**src/rtl/spi_port_pkg.sv**
```systemverilog
package spi_port_pkg;
    localparam int DW = 8;
    localparam int CW = $clog2(DW + 1);

    typedef struct packed {
        logic          run;
        logic [DW-1:0] sr;
        logic          bit_in;
        logic [CW-1:0] cnt;
        logic          wcol;
        logic          sck_prev;
    } core_t;
endpackage

```
**src/rtl/spi_sync.sv**
```systemverilog
module spi_sync #(
    parameter int            W      = 3,
    parameter int            STAGES = 2,
    parameter logic [W-1:0]  RST    = '0
) (
    input  logic         clk,
    input  logic         rst_n,
    input  logic [W-1:0] d,
    output logic [W-1:0] q
);
    logic [W-1:0] stage_q [STAGES];

    always_ff @(posedge clk or negedge rst_n) begin
        if (!rst_n) begin
            for (int i = 0; i < STAGES; i++) stage_q[i] <= RST;
        end else begin
            stage_q[0] <= d;
            for (int i = 1; i < STAGES; i++) stage_q[i] <= stage_q[i-1];
        end
    end

    assign q = stage_q[STAGES-1];
endmodule

```
**src/rtl/spi_clkgen.sv**
```systemverilog
module spi_clkgen #(
    parameter int DIV_W = 8
) (
    input  logic             clk,
    input  logic             rst_n,
    input  logic             run,
    input  logic [DIV_W-1:0] half_div,
    output logic             sck,
    output logic             rise,
    output logic             fall
);
    logic [DIV_W-1:0] cnt_d, cnt_q;
    logic             sck_d, sck_q;
    logic             strobe;

    always_comb begin
        strobe = run && (cnt_q == half_div);
        rise   = strobe && !sck_q;
        fall   = strobe && sck_q;
        cnt_d  = cnt_q;
        sck_d  = sck_q;
        if (!run) begin
            cnt_d = '0;
            sck_d = 1'b0;
        end else if (strobe) begin
            cnt_d = '0;
            sck_d = !sck_q;
        end else begin
            cnt_d = cnt_q + 1'b1;
        end
    end

    always_ff @(posedge clk or negedge rst_n) begin
        if (!rst_n) begin
            cnt_q <= '0;
            sck_q <= 1'b0;
        end else begin
            cnt_q <= cnt_d;
            sck_q <= sck_d;
        end
    end

    assign sck = sck_q;

    // the clock returns low once the run request drops
    p_sck_park_r2: assert property (@(posedge clk) disable iff (!rst_n)
        !run |=> !sck);
endmodule

```
**src/rtl/spi_rxbuf.sv**
```systemverilog
module spi_rxbuf #(
    parameter int DW = 8
) (
    input  logic          clk,
    input  logic          rst_n,
    input  logic          done,
    input  logic [DW-1:0] byte_in,
    input  logic          rd,
    output logic [DW-1:0] data,
    output logic          full,
    output logic          ovr
);
    logic [DW-1:0] data_d, data_q;
    logic          full_d, full_q;
    logic          ovr_d, ovr_q;

    always_comb begin
        data_d = data_q;
        full_d = full_q;
        ovr_d  = ovr_q;
        if (done) begin
            if (full_q && !rd) begin
                ovr_d = 1'b1;
            end else begin
                data_d = byte_in;
                full_d = 1'b1;
                ovr_d  = 1'b0;
            end
        end else if (rd) begin
            full_d = 1'b0;
            ovr_d  = 1'b0;
        end
    end

    always_ff @(posedge clk or negedge rst_n) begin
        if (!rst_n) begin
            data_q <= '0;
            full_q <= 1'b0;
            ovr_q  <= 1'b0;
        end else begin
            data_q <= data_d;
            full_q <= full_d;
            ovr_q  <= ovr_d;
        end
    end

    assign data = data_q;
    assign full = full_q;
    assign ovr  = ovr_q;

    // every completed byte leaves the buffer marked full
    p_full_set_r7: assert property (@(posedge clk) disable iff (!rst_n)
        done |=> full);

    // an overrun keeps the unread byte and raises the flag
    p_ovr_keep_r8: assert property (@(posedge clk) disable iff (!rst_n)
        (done && full && !rd) |=> (ovr && data == $past(data)));
endmodule

```
**src/rtl/spi_ctrl_port.sv**
```systemverilog
module spi_ctrl_port
    import spi_port_pkg::*;
#(
    parameter int DIV_W = 8
) (
    input  logic             clk,
    input  logic             rst_n,
    input  logic             master_en,
    input  logic [DIV_W-1:0] half_div,
    input  logic [DW-1:0]    tx_data,
    input  logic             tx_wr,
    input  logic             rx_rd,
    output logic [DW-1:0]    rx_data,
    output logic             rx_full,
    output logic             overrun,
    output logic             wcol,
    output logic             busy,
    output logic             sck_out,
    output logic             sck_oe,
    output logic             ss_n_out,
    input  logic             sck_in,
    input  logic             ss_n_in,
    input  logic             mosi_in,
    output logic             mosi_out,
    output logic             mosi_oe,
    input  logic             miso_in,
    output logic             miso_out,
    output logic             miso_oe
);
    core_t         q, d;
    logic          sck_s, ss_s, mosi_s;
    logic          m_sck, m_rise, m_fall;
    logic          sel, rise, fall, in_bit, rx_done;
    logic [DW-1:0] rx_byte;

    spi_sync #(.W(3), .STAGES(2), .RST(3'b010)) u_sync (
        .clk   (clk),
        .rst_n (rst_n),
        .d     ({sck_in, ss_n_in, mosi_in}),
        .q     ({sck_s, ss_s, mosi_s})
    );

    spi_clkgen #(.DIV_W(DIV_W)) u_clkgen (
        .clk      (clk),
        .rst_n    (rst_n),
        .run      (q.run),
        .half_div (half_div),
        .sck      (m_sck),
        .rise     (m_rise),
        .fall     (m_fall)
    );

    always_comb begin
        sel     = !master_en && !ss_s;
        rise    = master_en ? m_rise : (sel && sck_s && !q.sck_prev);
        fall    = master_en ? m_fall : (sel && !sck_s && q.sck_prev);
        in_bit  = master_en ? miso_in : mosi_s;
        busy    = master_en ? q.run : sel;
        rx_byte = {q.sr[DW-2:0], in_bit};
        rx_done = 1'b0;

        d          = q;
        d.sck_prev = sck_s;

        if (tx_wr) begin
            if (busy) begin
                d.wcol = 1'b1;
            end else begin
                d.sr   = tx_data;
                d.wcol = 1'b0;
                if (master_en) begin
                    d.run = 1'b1;
                    d.cnt = '0;
                end
            end
        end

        if (!master_en && !sel) d.cnt = '0;

        if (rise) begin
            d.bit_in = in_bit;
            if (q.cnt == CW'(DW - 1)) begin
                rx_done = 1'b1;
                d.cnt   = master_en ? q.cnt + 1'b1 : '0;
            end else begin
                d.cnt = q.cnt + 1'b1;
            end
        end

        if (fall) begin
            d.sr = {q.sr[DW-2:0], q.bit_in};
            if (master_en && q.cnt == CW'(DW)) begin
                d.run = 1'b0;
                d.cnt = '0;
            end
        end
    end

    always_ff @(posedge clk or negedge rst_n) begin
        if (!rst_n) q <= '0;
        else        q <= d;
    end

    spi_rxbuf #(.DW(DW)) u_rxbuf (
        .clk     (clk),
        .rst_n   (rst_n),
        .done    (rx_done),
        .byte_in (rx_byte),
        .rd      (rx_rd),
        .data    (rx_data),
        .full    (rx_full),
        .ovr     (overrun)
    );

    assign wcol     = q.wcol;
    assign sck_out  = m_sck;
    assign sck_oe   = master_en;
    assign ss_n_out = !(master_en && q.run);
    assign mosi_out = q.sr[DW-1];
    assign mosi_oe  = master_en;
    assign miso_out = q.sr[DW-1];
    assign miso_oe  = sel;

    // a write that meets an active transfer raises the collision flag
    p_wcol_set_r9: assert property (@(posedge clk) disable iff (!rst_n)
        (tx_wr && busy) |=> wcol);

    // an accepted master write selects the far device next cycle
    p_start_sel_r3: assert property (@(posedge clk) disable iff (!rst_n)
        (master_en && tx_wr && !busy) |=> !ss_n_out);

    // the master clock never leaves idle without a transfer
    p_sck_idle_r2: assert property (@(posedge clk) disable iff (!rst_n)
        (master_en && !q.run) |-> !sck_out);
endmodule

```
**config.mk**
```make
export PLATFORM = sky130hd
export DESIGN_NAME = spi_ctrl_port
export DESIGN_NICKNAME = d
export VERILOG_FILES = /design/src/rtl/spi_port_pkg.sv /design/src/rtl/spi_sync.sv /design/src/rtl/spi_clkgen.sv /design/src/rtl/spi_rxbuf.sv /design/src/rtl/spi_ctrl_port.sv
export SDC_FILE = /design/constraint.sdc
export NUM_CORES = 1
export LEC_CHECK = 0
export BUFFER_PORTS_ARGS = -buffer_cell sky130_fd_sc_hd__buf_2
export CAP_MARGIN = 10
export CORE_MARGIN = 3
export CORE_UTILIZATION = 55
export CTS_BUF_LIST = sky130_fd_sc_hd__clkbuf_2 sky130_fd_sc_hd__clkbuf_4 sky130_fd_sc_hd__clkbuf_8
export CTS_CLUSTER_DIAMETER = 60
export DETAILED_ROUTE_END_ITERATION = 8
export PLACE_DENSITY = 0.79
export SLEW_MARGIN = 20
export SYNTH_ARGS = -nofsm -noshare
export SYNTH_HDL_FRONTEND = slang
export SYNTH_SLANG_ARGS = --single-unit
```
**constraint.sdc**
```tcl
create_clock -name clk -period 3.9 [get_ports clk]
set_input_delay 0.585 -clock clk [delete_from_list [all_inputs] [get_ports clk]]
set_output_delay 0.585 -clock clk [all_outputs]
set_load 0.01 [all_outputs]
```
==> summary.md <==
| Metric | Value |
|---|---|
| Number of antenna violations at the first check in global routing | `0` |
| Max cap viols | `0` |
| Sequential area share after synthesis | `0.5307` |
| FF-to-FF path depth | `5` |
| Mapped Cells | `175` |
| Clock Path Buffers | `2` |
| Ant. Diodes | `0` |
| Post-route clock period utilization | `0.6020` |
| Met3 routed WL | `206 µm` |
| Top layer in use | `met4` |
| Fillers | `244` |
| R2R Setup Slk | `1.55 ns` |
| Area Overhead vs Synth | `18.21%` |
| Nets | `249` |
| Clk_lat worst skew | `0.36 ns` |
| Fmax | `0.4259 GHz` |
| Critical Path AT | `2.59 ns` |
| Synthesized Nets | `203` |
| Area of the core | `3203 µm²` |
| IO Port Bufs | `43` |
| Die ar. | `4272 µm²` |
| Pin count of the biggest net entering global routing | `42` |
| Final Setup Violations | `0` |
| Worst R2R Start | `u_clkgen.cnt_q[1]` |
| Ys async rst share | `1.000` |
| Vias in the first global route | `1475` |
| DR pass1 iterations | `4` |
| # Post-CTS Setup Buffers | `0` |
| Overall power | `1.201 mW` |
| Power per cell area | `524.4 nW/µm²` |
| R2R Path End | `u_rxbuf.data[0]` |
| Htree depth | `2` |
| Resized cells post-CTS | `0` |
| Row cnt | `20` |
| Fin crit period | `2.348 ns` |
| Final routed DRC violation total | `0` |
| CP startpoint kind | `flip-flop` |
| Routed length on met2 | `2106 µm` |
| First-pass GRT wire length | `6934 µm` |
| Die Y | `65.36 µm` |
| CP endpoint kind | `flip-flop` |
| Worst slew pin tran | `0.8557 ns` |
| Flops & latches, synth | `41` |
| Via-to-Cell Ratio | `5.556` |
| Final wirelength | `4050 µm` |
| Post-Syn Area | `1938 µm²` |
| Worst setup startpoint | `u_clkgen.cnt_q[1]` |
| Initial Util | `0.6051` |
| Met1 wire length | `1671 µm` |
| Critical Path RT | `4.15 ns` |
| CTS tree | `yes` |
| Cells after DPL | `258` |
| Total CTS buffers | `5` |
| Pleak | `1.153 nW` |
| Synth Flop Type | `dfrtp_1` |
| Non-filler cells, final | `266` |
| Ports | `44` |
| Layout Skew | `0.01172 ns` |
| Setup TNS | `0 ns` |
| Share of layout cells above drive strength 1 | `0.3108` |
| Clock Sink Count | `41` |
| Post-DP HPWL | `3040 µm` |
| Final hold vios | `0` |
| Library cells used by synthesis | `36` |
| DRT antenna net count | `0` |
| Worst Hold Class | `in -> async` |
| Final Wtd Congestion | `0.9178` |
| Fin. max-slew vios | `0` |
| CTS root buf | `clkbuf_4` |
| Die Wd | `65.36 µm` |
| Grt ovf | `0` |
| Syn avg cell area | `11.07 µm²` |
| Critical path type | `reg -> reg` |
| Number of enable flip-flop cells after synthesis | `0` |
| Iteration-0 DRC count of the detailed router | `96` |
| YS warnings | `0` |
| Peak supply drop | `0.0003999 V` |
| Clock-pin slew on the worst setup and hold paths | `0.13 ns` |
| GRT Total Usage | `0.2155` |
| Via count | `1478` |
| CP endpoint | `u_rxbuf.data[0]` |
| Cts hold-fix bufs | `0` |
| RSZ-0062 raised after global routing | `no` |
| Status | `complete, no violations` |
| Highest net fanout along the worst path | `8` |
| Max-slew headroom | `0.4295` |
| DR WL/cell | `15.23 µm` |
[cell families after synthesis]
logic type / after synthesis / synth area share
AOI/OAI and AO/OA: 37 / 0.1401
xor gates and xnor gates: 15 / 0.06778
adders and majority gates: 3 / 0.01937
buffers and inverters: 14 / 0.03357
DFF: 41 / 0.5307
muxes: 12 / 0.06843
and+or+nand+nor: 53 / 0.1401
[Yosys cell counts (all sizes together), types with 2 or more instances]
cell / count / area (µm²)
nand2b: 5 / 31.28
a21o: 8 / 60.06
ha: 3 / 37.54
clkbuf: 2 / 7.510
dfrtp: 39 / 975.9
mux2: 10 / 112.6
inv: 8 / 30.03
and3: 3 / 18.77
a31oi: 2 / 12.51
a22o: 8 / 70.07
xor2: 5 / 43.79
nand2: 8 / 30.03
a21oi: 6 / 41.29
buf: 4 / 27.52
nor2: 16 / 60.06
mux2i: 2 / 20.02
nand3: 7 / 35.03
nor4: 3 / 18.77
dfstp: 2 / 52.55
xnor2: 10 / 87.58
nor3: 3 / 15.01
nand4: 3 / 25.02
o21ai: 8 / 40.04
[how the worst min path moves through the flow]
stage | start | to | slack, ns
2_1_floorplan | rst_n | miso_out | 0.29
3_3_place_gp | u_sync.stage_q[5] | u_sync.q[2] | 0.33
3_5_place_dp | u_sync.stage_q[3] | u_sync.q[0] | 0.34
4_1_cts | ss_n_in | u_sync.stage_q[4] | 0.31
5_1_grt | ss_n_in | u_sync.stage_q[4] | 0.29
6_report | rst_n | q[15] | 0.31
[cell type report]
class / count / area (µm²) / share of cell area
flip-flops and latches: 41 / 1028 / 0.4489
multi-input cells: 120 / 844.6 / 0.3687
repair buffers: 45 / 230.2 / 0.1005
clock inverters: 3 / 65.06 / 0.02840
well taps: 44 / 55.05 / 0.02403
clock buffers: 5 / 37.54 / 0.01638
inverters: 8 / 30.03 / 0.01311
[report_power, final]
group          internal [mW]  switching [mW]
Clock                  0.198           0.138
Combinational          0.135           0.145
Sequential             0.500          0.0845
Total                  0.833           0.368
[through the flow]
step,cell area [µm²],setup WS [ns],hold slack (ns),utilization
CTS,2291,1.540,0.3089,0.7152
global placement,2188,1.372,0.3334,0.6832
detailed placement,2188,1.276,0.3371,0.6832
finish,2291,1.552,0.3142,0.7152
floorplan,1938,1.623,0.2894,-
global route,2291,1.415,0.2898,0.7152
[sequential cells by signal (all words and copies together) (netlist names)]
| name | flops |
|---|---|
| wcol | 1 |
| q | 14 |
| u_rxbuf.data | 8 |
| u_sync.q | 3 |
| u_clkgen.sck | 1 |
| miso_out | 1 |
| u_clkgen.cnt_q | 8 |
| u_rxbuf.ovr | 1 |
| u_sync.stage_q | 3 |
| u_rxbuf.full | 1 |
[metal layers]
| metal | GRT usage | vias up |
|---|---|---|
| li1 | - | 708 |
| met5 | 0 | - |
| met2 | 0.3704 | 40 |
| met4 | 0.07254 | 0 |
| met3 | 0.05299 | 8 |
| met1 | 0.2648 | 722 |
[cell usage in the layout, fill, tap and decap left out, types with 2 or more instances in the layout]
cell type / n
nor2_1: 16
a21oi_1: 5
a31oi_1: 2
nor4_1: 3
mux2i_1: 2
bufinv_16: 2
a21o_1: 8
xor2_1: 5
dfstp_2: 2
o21ai_0: 8
xnor2_1: 10
buf_2: 43
nor3_1: 3
clkbuf_4: 5
inv_1: 8
nand2_1: 8
ha_1: 3
and3_1: 3
buf_4: 2
nand2b_1: 5
dfrtp_1: 39
nand4_1: 2
a22o_1: 8
nand3_1: 7
mux2_2: 10
[worst max-delay path, cell delays in order, from the launching register on]
cell and delay [ns]:
dfrtp_1 0.46, xnor2_1 0.20, nand4_2 0.18, or4_1 0.68
a21oi_4 0.33, mux2_2 0.39
No activity file was read; power rests on OpenSTA's default activity.
